[config.mk]
export PLATFORM = sky130hd
export DESIGN_NAME = irq_vector_port
export DESIGN_NICKNAME = d
export VERILOG_FILES = /design/src/rtl/irq_vector_port.sv
export SDC_FILE = /design/constraint.sdc
export NUM_CORES = 1
export LEC_CHECK = 0
export BUFFER_PORTS_ARGS = -buffer_cell sky130_fd_sc_hd__buf_2
export CAP_MARGIN = 40
export CORE_UTILIZATION = 43
export CTS_CLUSTER_DIAMETER = 60
export DETAILED_ROUTE_END_ITERATION = 7
export PLACE_DENSITY_LB_ADDON = 0.12
export SLEW_MARGIN = 15
export SYNTH_ARGS = -nofsm -noshare
export SYNTH_HDL_FRONTEND = slang
export SYNTH_SLANG_ARGS = --single-unit
export TNS_END_PERCENT = 10
[constraint.sdc]
create_clock -name clk -period 1.7 [get_ports clk]
set_input_delay 0.34 -clock clk [delete_from_list [all_inputs] [get_ports clk]]
set_output_delay 0.34 -clock clk [all_outputs]
set_load 0.01 [all_outputs]
[src/rtl/irq_vector_port.sv]
module irq_vector_port #(
  parameter int ADDR_W = 32,
  parameter int SYNC_LEN = 2,
  parameter logic [ADDR_W-1:0] HI_BASE = 32'hFFFF_0000,
  parameter logic [ADDR_W-1:0] IRQ_OFS = 32'h18,
  parameter logic [ADDR_W-1:0] FIQ_OFS = 32'h1C
) (
  input  logic              clk,
  input  logic              rst_n,
  input  logic              irq_req_n_i,
  input  logic              fiq_req_n_i,
  input  logic              int_sync_byp_i,
  input  logic              vld_sync_byp_i,
  input  logic              port_en_i,
  input  logic              hi_vec_i,
  output logic              irq_pend_o,
  output logic              fiq_pend_o,
  input  logic              irq_entry_i,
  input  logic              fiq_entry_i,
  output logic              ack_o,
  input  logic              vec_vld_i,
  input  logic [ADDR_W-3:0] vec_addr_i,
  output logic [ADDR_W-1:0] handler_addr_o,
  output logic              entry_done_o
);
  localparam int LAST = SYNC_LEN - 1;

  typedef enum logic [1:0] {ST_IDLE, ST_ACK, ST_CAPT, ST_VLOW} st_e;
  st_e st_q;

  logic [LAST:0] irq_sh, fiq_sh, vld_sh;
  logic vld_s, legacy_now;
  logic [ADDR_W-1:0] addr_q, legacy_addr;

  always_ff @(posedge clk or negedge rst_n) begin
    if (!rst_n) begin
      irq_sh <= '1;
      fiq_sh <= '1;
      vld_sh <= '0;
    end else begin
      irq_sh <= {irq_sh[LAST-1:0], irq_req_n_i};
      fiq_sh <= {fiq_sh[LAST-1:0], fiq_req_n_i};
      vld_sh <= {vld_sh[LAST-1:0], vec_vld_i};
    end
  end

  assign irq_pend_o = int_sync_byp_i ? !irq_req_n_i : !irq_sh[LAST];
  assign fiq_pend_o = int_sync_byp_i ? !fiq_req_n_i : !fiq_sh[LAST];
  assign vld_s      = vld_sync_byp_i ? vec_vld_i : vld_sh[LAST];

  assign legacy_now  = (st_q == ST_IDLE) && (fiq_entry_i || (irq_entry_i && !port_en_i));
  assign legacy_addr = (hi_vec_i ? HI_BASE : '0) + (fiq_entry_i ? FIQ_OFS : IRQ_OFS);

  always_ff @(posedge clk or negedge rst_n) begin
    if (!rst_n) begin
      st_q   <= ST_IDLE;
      addr_q <= '0;
    end else begin
      case (st_q)
        ST_IDLE:
          if (legacy_now) addr_q <= legacy_addr;
          else if (irq_entry_i && port_en_i) st_q <= ST_ACK;
        ST_ACK:
          if (vld_s) begin
            addr_q <= {vec_addr_i, 2'b00};
            st_q   <= ST_CAPT;
          end
        ST_CAPT: st_q <= ST_VLOW;
        default: if (!vld_s) st_q <= ST_IDLE;
      endcase
    end
  end

  assign ack_o          = (st_q == ST_ACK);
  assign entry_done_o   = (st_q == ST_CAPT) || legacy_now;
  assign handler_addr_o = legacy_now ? legacy_addr : addr_q;

  AST_ACK_HOLD: assert property (@(posedge clk) disable iff (!rst_n)
    ack_o && !vld_s |=> ack_o);
  AST_ACK_DROP_ON_DONE: assert property (@(posedge clk) disable iff (!rst_n)
    ack_o && vld_s |=> !ack_o && entry_done_o);
  AST_ADDR_ALIGNED: assert property (@(posedge clk) disable iff (!rst_n)
    entry_done_o |-> handler_addr_o[1:0] == 2'b00);
  AST_DONE_PULSE: assert property (@(posedge clk) disable iff (!rst_n)
    entry_done_o && !legacy_now |=> !entry_done_o || legacy_now);
  AST_NO_REACK: assert property (@(posedge clk) disable iff (!rst_n)
    !ack_o && vld_s |=> !ack_o);
  AST_ADDR_STABLE: assert property (@(posedge clk) disable iff (!rst_n)
    !ack_o && !irq_entry_i && !fiq_entry_i |=> $stable(addr_q));
  AST_FIQ_NO_ACK: assert property (@(posedge clk) disable iff (!rst_n)
    fiq_entry_i && !ack_o |=> !ack_o);
endmodule

-- Yosys cells after proc, flatten, opt, wreduce, memory -nomap -nowiden
Index checks and enable logic that the tools add are counted.
- input bits: 41
- flip-flop bits (word level): 40
- word-level logic and storage cells: 39
- reductions and logical operators: 14
- add/subtract/negate cells: 1
- mux-type cells: 13
- equal/unequal tests: 6
- operator list (cell ; count):
    two-way mux 32 bit ; 3
    case mux 32 bit (2 select lines) ; 1
    adder 32 x 5 -> 32 bit ; 1
    two-way mux 2 bit ; 4
    case mux 2 bit (3 select lines) ; 1
    zero test 1 bit ; 5
    != test 2 x 1 -> 1 bit (second input constant) ; 2
    != test 4 x 2 -> 1 bit (second input constant) ; 1
    AND reduction 4 bit ; 1
    logical AND 1 bit ; 3
    two-way mux 1 bit ; 3
    two-way mux 3 bit ; 1
    equality test 2 x 1 -> 1 bit (second input constant) ; 1
    equality test 2 bit (second input constant) ; 1
    zero test 2 bit ; 1
    logical OR 1 bit ; 2
    != test 2 bit (second input constant) ; 1
    AND reduction 2 bit ; 1
    nonzero test 2 bit ; 1

-- Depth between registers and ports, before layout
Gate-level depths: netlist of the first run.
- depth after elaboration: 6
- depth in mapped cells: 8

-- Worst setup path before layout of the first run
OpenSTA, ideal clock, no wires.
- path type: reg2reg
- start point: register st_q[1]
- end point: register addr_q[10]
- slack: 0.001 ns
- data required time: 1.579 ns
- arrival time: 1.578 ns
- buffers on the path: 2
- clock period less this slack: 1.699 ns
- setup time: 0.121 ns
- stages on the path, launching flop included: 9
- path through: dfrtp_1 > inv_1 > ha_1 > nor2_1 > a21o_1 > buf_6 > a21o_1 > buf_6 > a22o_1
- elaborated cells between the ends (all ways): 8
- those cells by class: 2 x eq/ne; 2 x mux; 4 x reduce/logical
- RTL lines (element ; line ; text):
    start, declared ; 29 ; st_e st_q;
    start signal, assigned ; 56 ; st_q <= ST_IDLE;
    start signal, assigned ; 62 ; else if (irq_entry_i && port_en_i) st_q <= ST_ACK;
    start signal, assigned ; 66 ; st_q <= ST_CAPT;
    equality test 2 x 1 -> 1 bit (*) ; - ;
    via ack_o ; 20 ; output logic ack_o,
    != test 2 x 1 -> 1 bit (no line) / nonzero test 2 bit (equally long branches) ; - ;
    AND reduction 2 bit (no line) ; - ;
    end signal, assigned ; 61 ; if (legacy_now) addr_q <= legacy_addr;
    end signal, assigned ; 65 ; addr_q <= {vec_addr_i, 2'b00};
    end, declared ; 33 ; logic [ADDR_W-1:0] addr_q, legacy_addr;
Mark *: on every way through the listed nets, which the timed path passes. The rest lies on a longest branch.
A chain may end at the register's enable or synchronous reset.

-- Worst setup path after layout of the first run
- start point: register st_q[1]
- end point: output port handler_addr_o[12]
- word-level cells in the longest chain between the ends: 3
- ends and longest elaborated chain (element ; line ; text):
    zero test 2 bit ; 51 ; assign legacy_now = (st_q == ST_IDLE) && (fiq_entry_i || (irq_entry_i && !port_en_i));
    logical AND 1 bit ; 51 ;
    two-way mux 32 bit ; - ;
    end, declared ; 23 ; output logic [ADDR_W-1:0] handler_addr_o,
No other way between the ends.

==> results.json, run 1 <==
{
  "htreeDepth": 2,
  "vias": 1649,
  "post-synth-top-count-cell": "nand2_1",
  "crit_type": "reg -> out",
  "leakage_nw": 1.39,
  "cts_max_path_buffers": 2,
  "cts.sinks": 40,
  "yosysTopAreaCellShare": 0.471,
  "crit_fanout": 32,
  "drt-total-wl_um": 4470,
  "fin_skew_ns": 0.0144,
  "cts_tree": "built",
  "status": "complete, but fails checks",
  "nNetsFinal": 312,
  "synth_top_area_cell": "dfrtp_1",
  "grt_pass1_vias": 1531,
  "ys_types": 29,
  "dpl-instance-area_mm2": 0.00242,
  "synth.area.top_cells": "dfrtp_1 47%, nand2_1 8.0%, o221a_2 5.9%, dfstp_2 5.5%, a22o_1 5.0%",
  "path_cells": "inv_2 -> ha_4 -> o21ai_4 -> buf_12 -> and2_1 -> buf_2",
  "drtIter0Drc": 105,
  "dp_slack_ns": -0.101,
  "port_buffers": 76,
  "viasPerCell": 5.20,
  "syn-num-nets": 224,
  "yosys_warnings": 0,
  "final_antenna_net_count": 0,
  "syn_avg_cell_area_um2": 10.7,
  "cp-start-kind": "flip-flop",
  "grt_overflow": 0,
  "hp-class": "in -> reg",
  "final_layout_size_suffix_gt1_frac": 0.457,
  "totalNegativeSetupSlack_ns": -3.02,
  "max_freq_mhz": 545,
  "synth_edf_count": 0,
  "power.total_mw": 4.81,
  "crit_family": "buffers and inverters",
  "fin_crit_ns": 1.83,
  "r2r_start": "st_q[0]",
  "end_kind": "output port",
  "critPathBufInv": 3,
  "post-route-period-util": 1.08,
  "yosys_register_bits": 40,
  "synthFlopType": "dfrtp_1",
  "grt_pass1_wl_um": 6930,
  "antenna_found_initial": 0,
  "placeableCoreArea_mm2": 0.00414,
  "gp_congestion": 0.724,
  "maxSlewHeadroom": 0.689,
  "violations": "setup timing",
  "hold_violations": 0,
  "n_antenna_cell": 0,
  "worst_pin_slew_ns": 0.466,
  "power_per_cell_area_mw_per_mm2": 1880,
  "grtUsageTotal": 0.204,
  "drc": 0,
  "die_x_um": 68.7,
  "clock_latency_ns": 0.30,
  "setup_violations": 32,
  "start_util": 0.461,
  "hp-start": "irq_req_n_i",
  "cp.arrival_ns": 1.49,
  "slew_violations": 0,
  "r2r_slack_ns": -0.12,
  "worstReg2RegEnd": "st_q[1]",
  "netlist_top_cells_count": "41 x nand2_1, 36 x dfrtp_1, 15 x and2_1",
  "final_cell_area_mm2": 0.00256,
  "cpMaxStageDelayCell": "dfrtp_1",
  "ys_seq_area_frac": 0.526,
  "netlist_instances": 178,
  "rsz0062_at_grt": "true",
  "min_to": "irq_sh[0]",
  "final.setup.worst_slack_ns": -0.134,
  "slowest_delay_ns": 0.39,
  "numCtsBuffers": 5,
  "hold_depth": 1,
  "die_area_mm2": 0.00472,
  "synthArstFlopShare": 1.00,
  "rr_worst_depth": 6,
  "dieHeight_um": 68.7,
  "cp.required_ns": 1.36,
  "grt_max_degree": 33,
  "wl_per_cell_um": 14.1,
  "floorplan.rows": 23,
  "cts-root-buf": "clkbuf_8",
  "cap_viol_max_count": 0,
  "clk_pin_slew_ns": 0.07,
  "ir_worst_vdd_mv": 0.916,
  "place.detailed.hpwl_um": 3110,
  "num_io_pins": 77,
  "detail_route.first_pass.iterations": 4,
  "netlist_area_mm2": 0.00191,
  "syn_to_final_growth_pct": 33.9
}
## flip-flops by register name (all words and copies together), names as in the netlist
signal and count:
addr_q 32, st_q 2, vld_sh 2, irq_sh 2
fiq_sh 2
## worst reg2reg max path: cells and delay by family (launching register included)
| family | cells | cell delay (ns) |
|---|---|---|
| buffers and inverters | 2 | 0.20 |
| adder cells (fa/ha/maj) | 1 | 0.19 |
| AO/OA/AOI/OAI | 2 | 0.59 |
| multiplexers | 1 | 0.33 |
| flip-flops | 1 | 0.38 |
## kinds of logic after synthesis
family	count (synthesis)	synth area share
and+or+nand+nor	65	0.156
AOI/OAI and AO/OA	48	0.209
DFF	40	0.526
buffers and inverters	15	0.0478
muxes	5	0.0288
adders and majority gates	5	0.0327
## metrics by stage
stage	utilization	std cells	hold slack, ns
after floorplan	-	178	0.0444
after global placement	0.583	306	0.300
after detailed placement	0.583	306	0.307
after CTS	0.614	316	0.155
after global routing	0.618	317	0.149
final	0.618	317	0.162
## report_power, final
group	switching [mW]	internal [mW]
clock network	0.323	0.287
logic	1.34	1.34
registers	0.189	1.33
total	1.85	2.96
## routing by layer
layer  track usage  vias up  wire length, um
li1              -      800                -
met1         0.266      792             2130
met2         0.335       52             2070
met3        0.0395        5              222
met4        0.0781        0               46
met5             0        -                0
## area by class of cell
class / count / area [um^2]
fillers: 364 / 1580
clock buffers: 6 / 72.6
multi-input cells: 123 / 847
well taps: 50 / 62.6
flip-flops and latches: 40 / 1010
inverters: 3 / 11.3
repair buffers: 93 / 548
clock inverters: 2 / 12.5
## worst max path at each step
stage                 start                 end  cells past startpoint
finish              st_q[1]  handler_addr_o[12]                      6
global route        st_q[1]  handler_addr_o[10]                      6
CTS                 st_q[0]  handler_addr_o[12]                      6
detailed placement  st_q[0]          addr_q[19]                      6
global placement    st_q[1]          addr_q[12]                      5
floorplan           st_q[1]          addr_q[10]                      8
## layout by cell type, fill, tap and decap left out, types with 2 or more instances in the layout
cell type  Yosys  final
dfstp_2        4      4
nand2_1       41     41
nor2_1         3      2
a21oi_1        9      9
inv_2          0      2
and2_1        15     15
clkbuf_8       0      5
buf_2          4     76
dfrtp_1       36     36
o221a_2       10     10
a21o_1         8      8
nand2b_1       4      4
buf_4          0     13
ha_1           5      3
a22o_1        11     11
o22a_1         2      2
buf_12         0      3
mux2i_1        3      3
## timing repair
| action | 4_1_cts | 5_1_grt |
|---|---|---|
| buffers inserted | 1 | 1 |
| setup endpoints to repair | 58 | 68 |
| pin swaps | 0 | 3 |
| endpoints found under the hold margin | 10 | 0 |
| gates resized for setup | 7 | 1 |
| hold buffers | 1 | 0 |
Power figures use the tool's default switching activity.
==> inputs of run 2 (changes only) <==
- SKIP_CTS_REPAIR_TIMING: default -> 1
==> run 2 against run 1 <==
Effect of this change: the run ends with hold timing, setup timing left; setup slack lost 0.041 ns; final cell count grew 0.95%; global-route usage shrank 0.32 points; first-iteration DRC count grew 21%; power grew 9.6%; combinational power grew 16%; non-clock buffer count grew 3; register-to-register slack lost 0.02 ns; critical path depth grew 1; clock power grew 0.8%; utilization grew 4.4 points; hold slack lost 0.18 ns; critical path type unchanged; critical endpoint is now handler_addr_o[2].
==> results.json, run 2 (synthesis results as in run 1) <==
{
  "status": "complete, but fails checks",
  "violations": "hold timing, setup timing",
  "power.total_mw": 5.27,
  "detail_route.first_pass.iterations": 4,
  "regMostFlops": "addr_q",
  "wl_per_cell_um": 15.1,
  "grt_max_degree": 33,
  "whs_ns": -0.0169,
  "final.setup.worst_slack_ns": -0.175,
  "die_area_mm2": 0.00472,
  "num_io_pins": 77,
  "n_antenna_cell": 0,
  "clock_latency_ns": 0.30,
  "floorplan.rows": 23,
  "grtUsageTotal": 0.201,
  "fin_skew_ns": 0.0138,
  "seqPwrFrac": 0.295,
  "start_util": 0.461,
  "grt_pass1_vias": 1495,
  "r2r_start": "st_q[0]",
  "antenna_found_initial": 0,
  "cp-start-kind": "flip-flop",
  "clk_pin_slew_ns": 0.09,
  "hp-class": "in -> async",
  "maxSlewHeadroom": 0.682,
  "placeableCoreArea_mm2": 0.00414,
  "hold_violations": 11,
  "fin_crit_ns": 1.87,
  "cts_max_path_buffers": 2,
  "final_antenna_net_count": 0,
  "setup_violations": 45,
  "worst_pin_slew_ns": 0.477,
  "rr_worst_depth": 6,
  "p_int_mw": 3.28,
  "p_comb_frac": 0.588,
  "fin_cells": 320,
  "largest_reg_flops": 32,
  "cap_viol_max_count": 0,
  "final_layout_size_suffix_gt1_frac": 0.544,
  "crit_fanout": 8,
  "dieHeight_um": 68.7,
  "grt_overflow": 0,
  "die_x_um": 68.7,
  "cp.arrival_ns": 1.53,
  "vias": 1661,
  "switching_power_mw": 1.99,
  "cts.sinks": 40,
  "cp.required_ns": 1.36,
  "drc": 0,
  "leakage_nw": 1.46,
  "gp_congestion": 0.724,
  "cts_tree": "built",
  "viasPerCell": 5.19,
  "port_buffers": 76,
  "slew_violations": 0,
  "numCtsBuffers": 5,
  "place.detailed.hpwl_um": 3110,
  "post-route-period-util": 1.10,
  "dp_cells": 306,
  "drt-total-wl_um": 4840,
  "switching_share": 0.377,
  "htreeDepth": 2,
  "clockPowerShare": 0.117,
  "dp_slack_ns": -0.101,
  "final_common_cell": "buf_2",
  "max_freq_mhz": 533,
  "end_kind": "output port",
  "syn_to_final_growth_pct": 43.5,
  "grt_pass1_wl_um": 6830,
  "layout_common_cells": "65 x buf_2, 36 x dfrtp_1, 31 x nand2_1",
  "worstReg2RegEnd": "st_q[1]",
  "rsz0062_at_grt": "true",
  "drtIter0Drc": 127,
  "crit_type": "reg -> out",
  "cts-root-buf": "clkbuf_8",
  "startpoint": "st_q[0]",
  "ir_worst_vdd_mv": 0.959,
  "power_per_cell_area_mw_per_mm2": 1920,
  "nNetsFinal": 315,
  "r2r_slack_ns": -0.14
}
run 2: changes by cell type in the layout (fill, tap and decap cells not counted), sizes merged:
cell / previous run / this run
buf: 92 / 94
dlygate4sd3: 1 / 0
clkbuf: 6 / 8
run 2: power by group through the flow:
stage | Sequential [mW] | Clock, mW | Combinational [mW]
CTS | 1.52 | 0.634 | 2.58
detailed placement | 1.53 | 0 | 2.57
finish | 1.56 | 0.615 | 3.10
global route | 1.60 | 0.673 | 3.40
floorplan | 1.48 | 0 | 1.72
global placement | 1.53 | 0 | 2.52
run 2: metrics by stage:
stage | area, um^2 | TNS [ns] | utilization
after floorplan | 1910 | 0 | -
after global placement | 2420 | -1.06 | 0.583
after detailed placement | 2420 | -1.98 | 0.583
after CTS | 2500 | -9.47 | 0.604
after global routing | 2740 | -8.99 | 0.662
final | 2740 | -5.04 | 0.662
run 2: worst max-delay path by stage:
| stage | end | slack (ns) | cells past startpoint |
|---|---|---|---|
| final | handler_addr_o[2] | -0.17 | 7 |
| after global routing | handler_addr_o[18] | -0.24 | 7 |
| after CTS | handler_addr_o[12] | -0.25 | 6 |
| after detailed placement | addr_q[19] | -0.10 | 6 |
| after global placement | addr_q[12] | -0.07 | 5 |
| after floorplan | addr_q[10] | 0.0007 | 8 |
run 2: area by class of cell:
cell class	count	area (um^2)
clock inverters	2	12.5
fillers	344	1400
repair buffers	96	676
multi-input cells	123	902
clock buffers	6	72.6
flip-flops and latches	40	1010
well taps	50	62.6
inverters	3	11.3
run 2: critical path: stages (launching register included):
cell and delay (ns):
dfrtp_1 0.40, inv_2 0.07, ha_4 0.18, o21ai_4 0.13
clkbuf_16 0.23, nand2_1 0.05, nand2_1 0.07, buf_2 0.12
run 2: metal layers:
layer | wire [um] | track usage
met3 | 214 | 0.0395
met4 | 46 | 0.0781
met5 | 0 | 0
met1 | 2340 | 0.264
met2 | 2240 | 0.326
